[config.mk]
export PLATFORM = sky130hd
export DESIGN_NAME = i2c_dac_bank
export DESIGN_NICKNAME = d
export VERILOG_FILES = /design/src/rtl/i2c_dac_pkg.sv /design/src/rtl/i2c_line_sync.sv /design/src/rtl/i2c_frame_rx.sv /design/src/rtl/dac_latch_bank.sv /design/src/rtl/i2c_dac_bank.sv
export SDC_FILE = /design/constraint.sdc
export NUM_CORES = 1
export LEC_CHECK = 0
export ABC_AREA = 1
export BUFFER_PORTS_ARGS = -buffer_cell sky130_fd_sc_hd__buf_2
export CAP_MARGIN = 15
export CORE_MARGIN = 2
export CORE_UTILIZATION = 57
export CTS_BUF_LIST = sky130_fd_sc_hd__clkbuf_16
export DETAILED_ROUTE_END_ITERATION = 10
export HOLD_SLACK_MARGIN = 0.02
export PLACE_DENSITY = 0.9
export SYNTH_ARGS = -nofsm -noshare
export SYNTH_HDL_FRONTEND = slang
export SYNTH_SLANG_ARGS = --single-unit
[constraint.sdc]
create_clock -name clk -period 4.8 [get_ports clk]
set_clock_uncertainty 0.15 [all_clocks]
set_input_delay 0.48 -clock clk [delete_from_list [all_inputs] [get_ports clk]]
set_output_delay 0.48 -clock clk [all_outputs]
set_load 0.01 [all_outputs]
[src/rtl/i2c_dac_pkg.sv]
package i2c_dac_pkg;

    localparam int BYTE_W = 8;
    localparam int CODE_W = 4;
    localparam int CS_W   = 3;

    typedef enum logic [2:0] {
        PH_IDLE,
        PH_ADDR,
        PH_SUB,
        PH_DATA,
        PH_HOLD
    } phase_e;

    typedef struct packed {
        logic scl_rise;
        logic scl_fall;
        logic start;
        logic stop;
        logic sda;
    } bus_ev_t;

    function automatic logic addr_hit(logic [BYTE_W-1:0] b, logic [CODE_W-1:0] prefix,
                                      logic [CS_W-1:0] cs);
        return (b[7:1] == {prefix, cs}) && !b[0];
    endfunction

    function automatic logic chan_ok(logic [CODE_W-1:0] c, int n);
        return (c != '0) && (int'(c) <= n);
    endfunction

    function automatic phase_e next_phase(phase_e p);
        case (p)
            PH_ADDR: return PH_SUB;
            PH_SUB:  return PH_DATA;
            default: return PH_HOLD;
        endcase
    endfunction

endpackage

[src/rtl/i2c_line_sync.sv]
module i2c_line_sync
    import i2c_dac_pkg::*;
(
    input  logic    clk,
    input  logic    rst,
    input  logic    scl_in,
    input  logic    sda_in,
    output bus_ev_t ev
);
    // two-stage synchronizer plus one history stage per line
    logic [2:0] scl_p;
    logic [2:0] sda_p;

    always_ff @(posedge clk) begin
        if (rst) begin
            scl_p <= '1;
            sda_p <= '1;
        end else begin
            scl_p <= {scl_p[1:0], scl_in};
            sda_p <= {sda_p[1:0], sda_in};
        end
    end

    logic scl_s, scl_q, sda_s, sda_q;
    assign scl_s = scl_p[1];
    assign scl_q = scl_p[2];
    assign sda_s = sda_p[1];
    assign sda_q = sda_p[2];

    always_comb begin
        ev.scl_rise = scl_s & ~scl_q;
        ev.scl_fall = ~scl_s & scl_q;
        ev.start    = scl_s & scl_q & sda_q & ~sda_s;
        ev.stop     = scl_s & scl_q & ~sda_q & sda_s;
        ev.sda      = sda_s;
    end

endmodule

[src/rtl/i2c_frame_rx.sv]
module i2c_frame_rx
    import i2c_dac_pkg::*;
#(
    parameter int               NCH    = 8,
    parameter logic [CODE_W-1:0] PREFIX = 4'b0101
) (
    input  logic              clk,
    input  logic              rst,
    input  bus_ev_t           ev,
    input  logic [CS_W-1:0]   cs,
    output logic              ack,
    output logic              wr_en,
    output logic [CODE_W-1:0] wr_code,
    output logic [BYTE_W-1:0] wr_data
);
    localparam int CNT_W = $clog2(BYTE_W + 1);

    phase_e             phase;
    logic               in_ack;
    logic               ack_q;
    logic               wr_en_q;
    logic [CNT_W-1:0]   cnt;
    logic [BYTE_W-1:0]  shreg;
    logic [CODE_W-1:0]  sub_code;
    logic [BYTE_W-1:0]  wr_data_q;

    always_ff @(posedge clk) begin
        wr_en_q <= 1'b0;
        if (rst) begin
            phase     <= PH_IDLE;
            in_ack    <= 1'b0;
            ack_q     <= 1'b0;
            cnt       <= '0;
            shreg     <= '0;
            sub_code  <= '0;
            wr_data_q <= '0;
        end else if (ev.start) begin
            phase  <= PH_ADDR;
            in_ack <= 1'b0;
            ack_q  <= 1'b0;
            cnt    <= '0;
        end else if (ev.stop) begin
            phase  <= PH_IDLE;
            in_ack <= 1'b0;
            ack_q  <= 1'b0;
            cnt    <= '0;
        end else if (phase != PH_IDLE) begin
            if (in_ack) begin
                if (ev.scl_fall) begin
                    in_ack <= 1'b0;
                    ack_q  <= 1'b0;
                    cnt    <= '0;
                    phase  <= next_phase(phase);
                end
            end else if (ev.scl_rise && cnt < CNT_W'(BYTE_W) && phase != PH_HOLD) begin
                shreg <= {shreg[BYTE_W-2:0], ev.sda};
                cnt   <= cnt + 1'b1;
            end else if (ev.scl_fall && cnt == CNT_W'(BYTE_W)) begin
                case (phase)
                    PH_ADDR: begin
                        if (addr_hit(shreg, PREFIX, cs)) begin
                            ack_q  <= 1'b1;
                            in_ack <= 1'b1;
                        end else begin
                            phase <= PH_IDLE;
                        end
                    end
                    PH_SUB: begin
                        sub_code <= shreg[CODE_W-1:0];
                        ack_q    <= 1'b1;
                        in_ack   <= 1'b1;
                    end
                    PH_DATA: begin
                        wr_data_q <= shreg;
                        wr_en_q   <= chan_ok(sub_code, NCH);
                        ack_q     <= 1'b1;
                        in_ack    <= 1'b1;
                    end
                    default: ;
                endcase
            end
        end
    end

    assign ack     = ack_q;
    assign wr_en   = wr_en_q;
    assign wr_code = sub_code;
    assign wr_data = wr_data_q;

endmodule

[src/rtl/dac_latch_bank.sv]
module dac_latch_bank
    import i2c_dac_pkg::*;
#(
    parameter int NCH = 8
) (
    input  logic                  clk,
    input  logic                  rst,
    input  logic                  wr_en,
    input  logic [CODE_W-1:0]     wr_code,
    input  logic [BYTE_W-1:0]     wr_data,
    output logic [NCH*BYTE_W-1:0] word
);
    logic [BYTE_W-1:0] lat [NCH];

    for (genvar k = 0; k < NCH; k++) begin : g_ch
        always_ff @(posedge clk) begin
            if (rst)
                lat[k] <= '0;
            else if (wr_en && wr_code == CODE_W'(k + 1))
                lat[k] <= wr_data;
        end
        assign word[k*BYTE_W +: BYTE_W] = lat[k];
    end

endmodule

[src/rtl/i2c_dac_bank.sv]
module i2c_dac_bank
    import i2c_dac_pkg::*;
#(
    parameter int               NCH    = 8,
    parameter logic [CODE_W-1:0] PREFIX = 4'b0101
) (
    input  logic                  clk,
    input  logic                  rst,
    input  logic                  scl_in,
    input  logic                  sda_in,
    input  logic [2:0]            cs_pins,
    output logic                  sda_pull,
    output logic [NCH*8-1:0]      ch_word
);
    bus_ev_t           ev;
    logic              wr_en;
    logic [CODE_W-1:0] wr_code;
    logic [BYTE_W-1:0] wr_data;

    i2c_line_sync u_sync (
        .clk    (clk),
        .rst    (rst),
        .scl_in (scl_in),
        .sda_in (sda_in),
        .ev     (ev)
    );

    i2c_frame_rx #(.NCH(NCH), .PREFIX(PREFIX)) u_rx (
        .clk     (clk),
        .rst     (rst),
        .ev      (ev),
        .cs      (cs_pins),
        .ack     (sda_pull),
        .wr_en   (wr_en),
        .wr_code (wr_code),
        .wr_data (wr_data)
    );

    dac_latch_bank #(.NCH(NCH)) u_bank (
        .clk     (clk),
        .rst     (rst),
        .wr_en   (wr_en),
        .wr_code (wr_code),
        .wr_data (wr_data),
        .word    (ch_word)
    );

endmodule

# Yosys cells after proc, flatten, opt, wreduce, memory -nomap -nowiden
# Memory sizes are Yosys's and may differ from the RTL's.
# Index checks and enable logic that the tools add are counted.
[word_totals]
romBits = 0
output_inout_bits = 65
mem_count = 1
latchBits = 0
mem_bits_rw = 64
in_bits = 7
ff_bits = 36
[classes]
multipliers = 0
add_sub_neg = 1
n_reduce_logical = 33
n_bitwise = 26
eq_ne = 21
shifts = 0
div_mod_pow = 0
order_cmp = 2
mux = 59
[memory_table]
columns = ["name", "words", "width", "read_ports", "rd_ports_with_merged_regs", "wr", "line", "source"]
rows = [
  ["u_bank.lat", 8, 8, 8, 0, 8, "dac_latch_bank.sv:13", "logic [BYTE_W-1:0] lat [NCH];"],
]
[op_table]
columns = ["op", "count"]
rows = [
  ["8-bit 2-to-1 mux", 8],
  ["1-bit 2-to-1 mux", 39],
  ["3-bit 2-to-1 mux", 6],
  ["6-bit AND reduction", 3],
  ["4-bit by 3-bit == test with 1-bit output (second input constant)", 4],
  ["7-bit AND reduction", 2],
  ["1-bit logical AND", 13],
  ["4-bit 2-to-1 mux", 3],
  ["4-bit by 3-bit inequality test with 1-bit output (second input constant)", 3],
  ["4-bit nonzero test", 3],
  ["1-bit inverter", 11],
  ["3-bit nonzero test", 3],
  ["4-bit by 2-bit == test with 1-bit output (second input constant)", 2],
  ["4-bit == test (second input constant)", 2],
  ["1-bit bitwise OR", 8],
  ["8-bit OR reduction", 1],
  ["1-bit AND", 7],
  ["7-bit by 6-bit == test with 1-bit output", 1],
  ["3-bit by 2-bit == test with 1-bit output (second input constant)", 2],
  ["2-bit by 1-bit inequality test with 1-bit output (second input constant)", 3],
  ["3-bit case mux with 2 select lines", 1],
  ["2-bit nonzero test", 3],
  ["5-bit AND reduction", 1],
  ["4-bit by 1-bit adder with 4-bit output (second input constant)", 1],
  ["11 further kinds", 12],
]

# Logic depth before layout (Yosys ltp)
# Gate-level depths: netlist of the first run.
[logic_depth]
word_depth = 10
ltp_mapped = 10

# By module
# From an unflattened synthesis of the first run, not the netlist that was laid out.
[hier_totals]
hier_cells = 398
hier_area_um2 = 4219.0
[modules_own_cells]
columns = ["module", "n_inst", "cells_each", "area_each_um2"]
rows = [
  ["dac_latch_bank", 1, 175, 2471.1],
  ["i2c_frame_rx", 1, 198, 1542.7],
  ["i2c_line_sync", 1, 25, 205.2],
]

# Worst setup path before layout of the first run
# OpenSTA, ideal clock, no wires.
[synth_timing]
path_kind = "flip-flop to flip-flop"
start = "register u_rx.sub_code[0], in the netlist u_rx.wr_code[0]"
end = "memory u_bank.lat[7][0], in the netlist u_bank.lat[1][24], enable pin"
synth_period_minus_slack_ns = 1.840
arrival_time_ns = 1.306
path_buffers = 0
path_stages_with_launch = 4
slack_ns = 2.960
setup_time_ns = 0.384
t_required_ns = 4.266
path_cell_list = "dfxtp_1 nor2_1 nand3_1 o21ai_0"
[synth_lines]
columns = ["item", "line", "source"]
rows = [
  ["from (decl)", "i2c_frame_rx.sv:24", "logic [CODE_W-1:0] sub_code;"],
  ["from (signal assigned)", "i2c_frame_rx.sv:69", "sub_code <= shreg[CODE_W-1:0];"],
  ["to (decl)", "dac_latch_bank.sv:13", ""],
]

==> out/summary.txt, run 1 <==
Outcome: finished, final reports clean
Critical path type: flip-flop to flip-flop
Drt via density: 5.35
Starting density of the core: 58.2%
Synth area leaders: edfxtp_1 (49%), dfxtp_1 (18%), nor2_1 (11%)
CP startpoint kind: flip-flop
Port Buffers: 71
Crit. End Element: flip-flop
Final net count: 475
Synthesized area: 3910 um^2
Yosys top cell area share: 49.1%
Syn. warnings: 0
Detail Placement HPWL: 5.19 mm
Period utilisation layout: 44.2%
Worst Setup SP: u_rx.wr_code[0]
Reg clk slew, reported paths: 0.07 ns
TNS Setup: 0 ns
Die W: 86.9 um
Vias: 2946
Critical path's top delay family: compound AO/OA/AOI/OAI gates
Initial antenna violation count: 0
CTS Hold Bufs: 0
Static Leak: 1.92 nW
Share of cells above drive strength 1: 22.7%
Sequence of cells on the critical path: nor2_1 > nand3_1 > o21ai_0
CP peak stage delay: 0.85 ns
Final wirelength: 8.04 mm
Synth area leader: edfxtp_1
Post-synth cell types: 27
Post-CTS sizing: 0
Fin util: 69.2%
RSZ-0062 raised after global routing: no
Core area: 6720 um^2
Max clock buf depth: 2
#FFs+latches synth: 100
Largest net degree at the start of global routing: 38
P&R area growth vs syn: 18.8%
Final setup viols: 0
Commonest non-fill, non-tap cell in the layout: nor2_1
Hold Path Class: primary input to flip-flop
Hold WS: 0.164 ns
Grt ovf: 0
Worst skew pair latency: 0.35 ns
Synth Net Count: 397
FP Rows: 30
Final Hold Vio Count: 0
CP arrival: 1.93 ns
# fillers: 449
Crit-path slowest cell: o21ai_0
Setup Fix Bufs, Post-CTS: 0
P per Cell Area: 382 nW/um^2
Worst path bufs/invs: 0
Sequential-to-total area share from yosys stat: 67.5%
Worst Path Required: 4.61 ns
Max frequency: 471 MHz
Iteration count of the initial detailed-routing pass: 5
Cts bufs inserted: 9
DRC: 0
Sinks on Clock Net: 100
Final Critical Period: 2.12 ns
Worst-Margin Slew: 1.05 ns
Ports: 72
Critical-path maximum fanout: 8
Worst rel slew slack: 29.2%
Vias in the first global route: 2657
Cells after Synth: 388
# Max-Cap Violations: 0
R2R Path Start: u_rx.wr_code[0]
First-pass GRT wire length: 12.6 mm
GPL Wtd Cong: 0.904
Chip Height: 86.9 um
Commonest cells after routing, fill and taps aside: nor2_1 (116), buf_2 (71), edfxtp_1 (64)
Pwr Total: 1.78 mW
Die ar.: 7540 um^2
Final Slew Violations: 0
Max VDD drop: 0.199 mV
DR WL/cell: 14.6 um
Final ANT Viol Nets: 0
Root Driver: clkbuf_16
CTS tree: yes
DR iter-0 viols: 241
Average cell area after synthesis: 10.1 um^2
Hold Startpoint: scl_in
ANT cells: 0
All-Layer GR Usage: 22.4%
# H-tree levels: 3
## cells in the mapped netlist, drive strengths merged
cell type	instances
nand2	66
dfxtp	36
o21ai	13
xor2	1
clkinv	8
a21oi	14
nand4	6
nand3	14
edfxtp	64
nor3	6
nand3b	1
or2	7
buf	2
inv	27
ha	2
nor2	117
clkbuf	2
a211oi	2
## per-layer routing
metal / GRT usage, % / share of wire, % / vias to the layer above
met5: 0 / 0 / -
met4: 7.95 / 2.4 / 0
met3: 7.20 / 7.6 / 21
met2: 37.8 / 50 / 151
met1: 26.8 / 40 / 1349
li1: - / - / 1425
## sequential cells by signal, summed over array words and instances (netlist names)
signal / count
u_rx.wr_code: 4
u_sync.sda_p: 3
u_bank.lat: 64
u_rx.wr_en: 1
u_rx.ack: 1
u_rx.wr_data: 8
u_sync.scl_p: 3
u_rx.in_ack: 1
u_rx.shreg: 8
u_rx.cnt: 4
u_rx.phase: 3
## where the power goes
| part | internal, mW | switching [mW] | leakage [nW] | total (mW) |
|---|---|---|---|---|
| Sequential | 0.943 | 0.0106 | 0.899 | 0.953 |
| Combinational | 0.0284 | 0.0548 | 0.875 | 0.0832 |
| Clock | 0.412 | 0.328 | 0.150 | 0.740 |
## worst paths after layout
path | cells after the start | to | slack (ns)
max reg2reg | 3 | u_bank.lat[1][31] | 2.68
max | 3 | u_bank.lat[1][31] | 2.68
min reg2reg | 1 | u_sync.sda_p[1] | 0.26
min | 2 | u_sync.scl_p[0] | 0.16
## stage by stage
| stage | worst slack (ns) | area [um^2] | cells |
|---|---|---|---|
| 6_report | 2.68 | 4650 | 551 |
| 5_1_grt | 2.55 | 4650 | 551 |
| 4_1_cts | 2.69 | 4650 | 551 |
| 3_5_place_dp | 2.65 | 4340 | 535 |
| 3_3_place_gp | 2.74 | 4340 | 535 |
| 2_1_floorplan | 2.96 | 3910 | 388 |
## cell families after synthesis
family / share of synthesized area [%]
AND/OR/NAND/NOR: 23.7
buffers and inverters: 3.97
AO/OA/AOI/OAI: 3.97
flip-flops: 67.5
adder cells (fa/ha/maj): 0.639
XOR/XNOR: 0.224
## worst register-to-register path: stages, from the launching register on
cell     delay (ns)
dfxtp_1        0.35
nor2_1         0.23
nand3_1        0.17
o21ai_0        0.85
## cell type report
type | count | area [um^2] | share of cell area [%]
flip-flops and latches | 100 | 2640 | 56.8
multi-input cells | 249 | 1110 | 24.0
repair buffers | 71 | 355 | 7.64
clock buffers | 9 | 225 | 4.84
inverters | 35 | 131 | 2.83
well taps | 80 | 100 | 2.15
clock inverters | 7 | 80.1 | 1.72
(Power assumes the default switching activity.)
==> run 2, diff against run 1 <==
CORE_UTILIZATION = 49   (was 57)
PLACE_DENSITY = 0.83   (was 0.9)
clock period = 1.88 ns   (was 4.8 ns; I/O delays follow)
==> out/summary.txt, run 2 (synthesis gave the netlist of run 1 again) <==
Port Buffers: 71
DR WL/cell: 12.9 um
Detail Placement HPWL: 5.28 mm
Worst R2R End: u_bank.lat[0][24]
Most flop-heavy register: u_bank.lat
Iteration count of the initial detailed-routing pass: 4
CTS tree: yes
Cts bufs inserted: 9
Sinks on Clock Net: 100
P per Cell Area: 934 nW/um^2
Max frequency: 619 MHz
Final Critical Period: 1.62 ns
Drt via density: 5.00
GPL Wtd Cong: 0.878
# H-tree levels: 3
Sequence of cells on the critical path: inv_1 > nor3_4 > nand2_1 > nand2_1
Worst Setup SP: u_rx.wr_en
Critical path type: flip-flop to flip-flop
Worst R2R Setup Slack: 0.26 ns
Area of the multi-input gates: 1110 um^2
All-Layer GR Usage: 18.4%
Period utilisation layout: 86.0%
Static Leak: 1.94 nW
Core area: 7730 um^2
FP Rows: 32
Initial antenna violation count: 0
# Max-Cap Violations: 0
Worst skew pair latency: 0.34 ns
Worst rel slew slack: 71.5%
Reg area: 2640 um^2
Vias: 2897
Hold Path Class: primary input to flip-flop
# fillers: 609
Chip Height: 93.4 um
DR iter-0 viols: 141
Final wirelength: 7.47 mm
Worst-Margin Slew: 0.426 ns
Post-route cell area: 4710 um^2
Vias in the first global route: 2560
Critical-path maximum fanout: 8
CTS Hold Bufs: 2
Max VDD drop: 0.548 mV
CP peak stage delay: 0.36 ns
Final ANT Viol Nets: 0
Final Hold Vio Count: 0
Final Slew Violations: 0
Grt ovf: 0
CP startpoint kind: flip-flop
ANT cells: 0
Crit-path slowest cell: dfxtp_1
Post-CTS sizing: 0
Ports: 72
Reg clk slew, reported paths: 0.07 ns
R2R Path Start: u_rx.wr_en
Die ar.: 8720 um^2
Most frequent CP cell: nand2_1
Root Driver: clkbuf_16
Starting density of the core: 50.6%
Worst Path Required: 1.74 ns
Area post-placement: 4400 um^2
Crit. End Element: flip-flop
Final net count: 481
Share of cells above drive strength 1: 23.3%
Die W: 93.4 um
First-pass GRT wire length: 12.2 mm
Commonest non-fill, non-tap cell in the layout: nor2_1
Max reg flops: 64
Outcome: finished, final reports clean
Commonest cells after routing, fill and taps aside: nor2_1 (116), buf_2 (71), edfxtp_1 (64)
Final setup viols: 0
P&R area growth vs syn: 20.3%
Setup Fix Bufs, Post-CTS: 0
CP arrival: 1.48 ns
Crit path capture: u_bank.lat[0][24]
Max clock buf depth: 2
RSZ-0062 raised after global routing: no
Largest net degree at the start of global routing: 27
DRC: 0
TNS Setup: 0 ns
Register-to-Register Path Depth: 4
run 2: worst min path at each step:
stage / from / end / slack (ns) / depth (start not counted)
final: rst / u_sync.scl_p[0] / 0.04 / 2
after global routing: rst / u_sync.scl_p[1] / 0.05 / 2
after CTS: rst / u_sync.scl_p[1] / 0.04 / 2
after detailed placement: sda_in / u_sync.sda_p[0] / 0.22 / 2
after global placement: sda_in / u_sync.sda_p[0] / 0.22 / 2
after floorplan: scl_in / u_sync.scl_p[0] / 0.14 / 1
run 2: critical path: cells and delay by family (launching register included):
| kind | cells | cell delay (ns) |
|---|---|---|
| buf+inv | 1 | 0.10 |
| flops | 1 | 0.36 |
| simple gates | 3 | 0.68 |
run 2: where the power goes:
part	total (mW)	switching (mW)	internal, mW
Sequential	2.43	0.0253	2.41
Clock	1.74	0.824	0.920
Combinational	0.219	0.139	0.0793
Total	4.39	0.989	3.41
run 2: area by class of cell:
cell class                 count  share of cell area (%)
multi-input combinational    249                    23.7
timing repair buffer          77                    8.61
tap                          102                    2.71
clock buffer                   9                    4.78
sequential                   100                    56.1
inverter                      35                    2.79
clock inverter                 7                    1.28
run 2: routing by layer:
| metal | routed length (um) | track usage (%) | up-vias |
|---|---|---|---|
| li1 | - | - | 1450 |
| met1 | 3240 | 23.8 | 1329 |
| met2 | 3520 | 29.7 | 106 |
| met3 | 569 | 5.16 | 12 |
| met4 | 144 | 6.37 | 0 |
| met5 | 0 | 0 | - |
run 2: per-stage QoR:
| step | total power, mW | hold WS [ns] | setup WS [ns] | utilization (%) | std cells |
|---|---|---|---|---|---|
| floorplan | 2.60 | 0.142 | 0.0401 | - | 388 |
| global placement | 2.69 | 0.221 | 0.346 | 57.0 | 561 |
| detailed placement | 2.70 | 0.222 | 0.238 | 57.0 | 561 |
| CTS | 4.42 | 0.0375 | 0.247 | 60.9 | 579 |
| global route | 4.55 | 0.0496 | 0.117 | 60.9 | 579 |
| finish | 4.39 | 0.0438 | 0.263 | 60.9 | 579 |
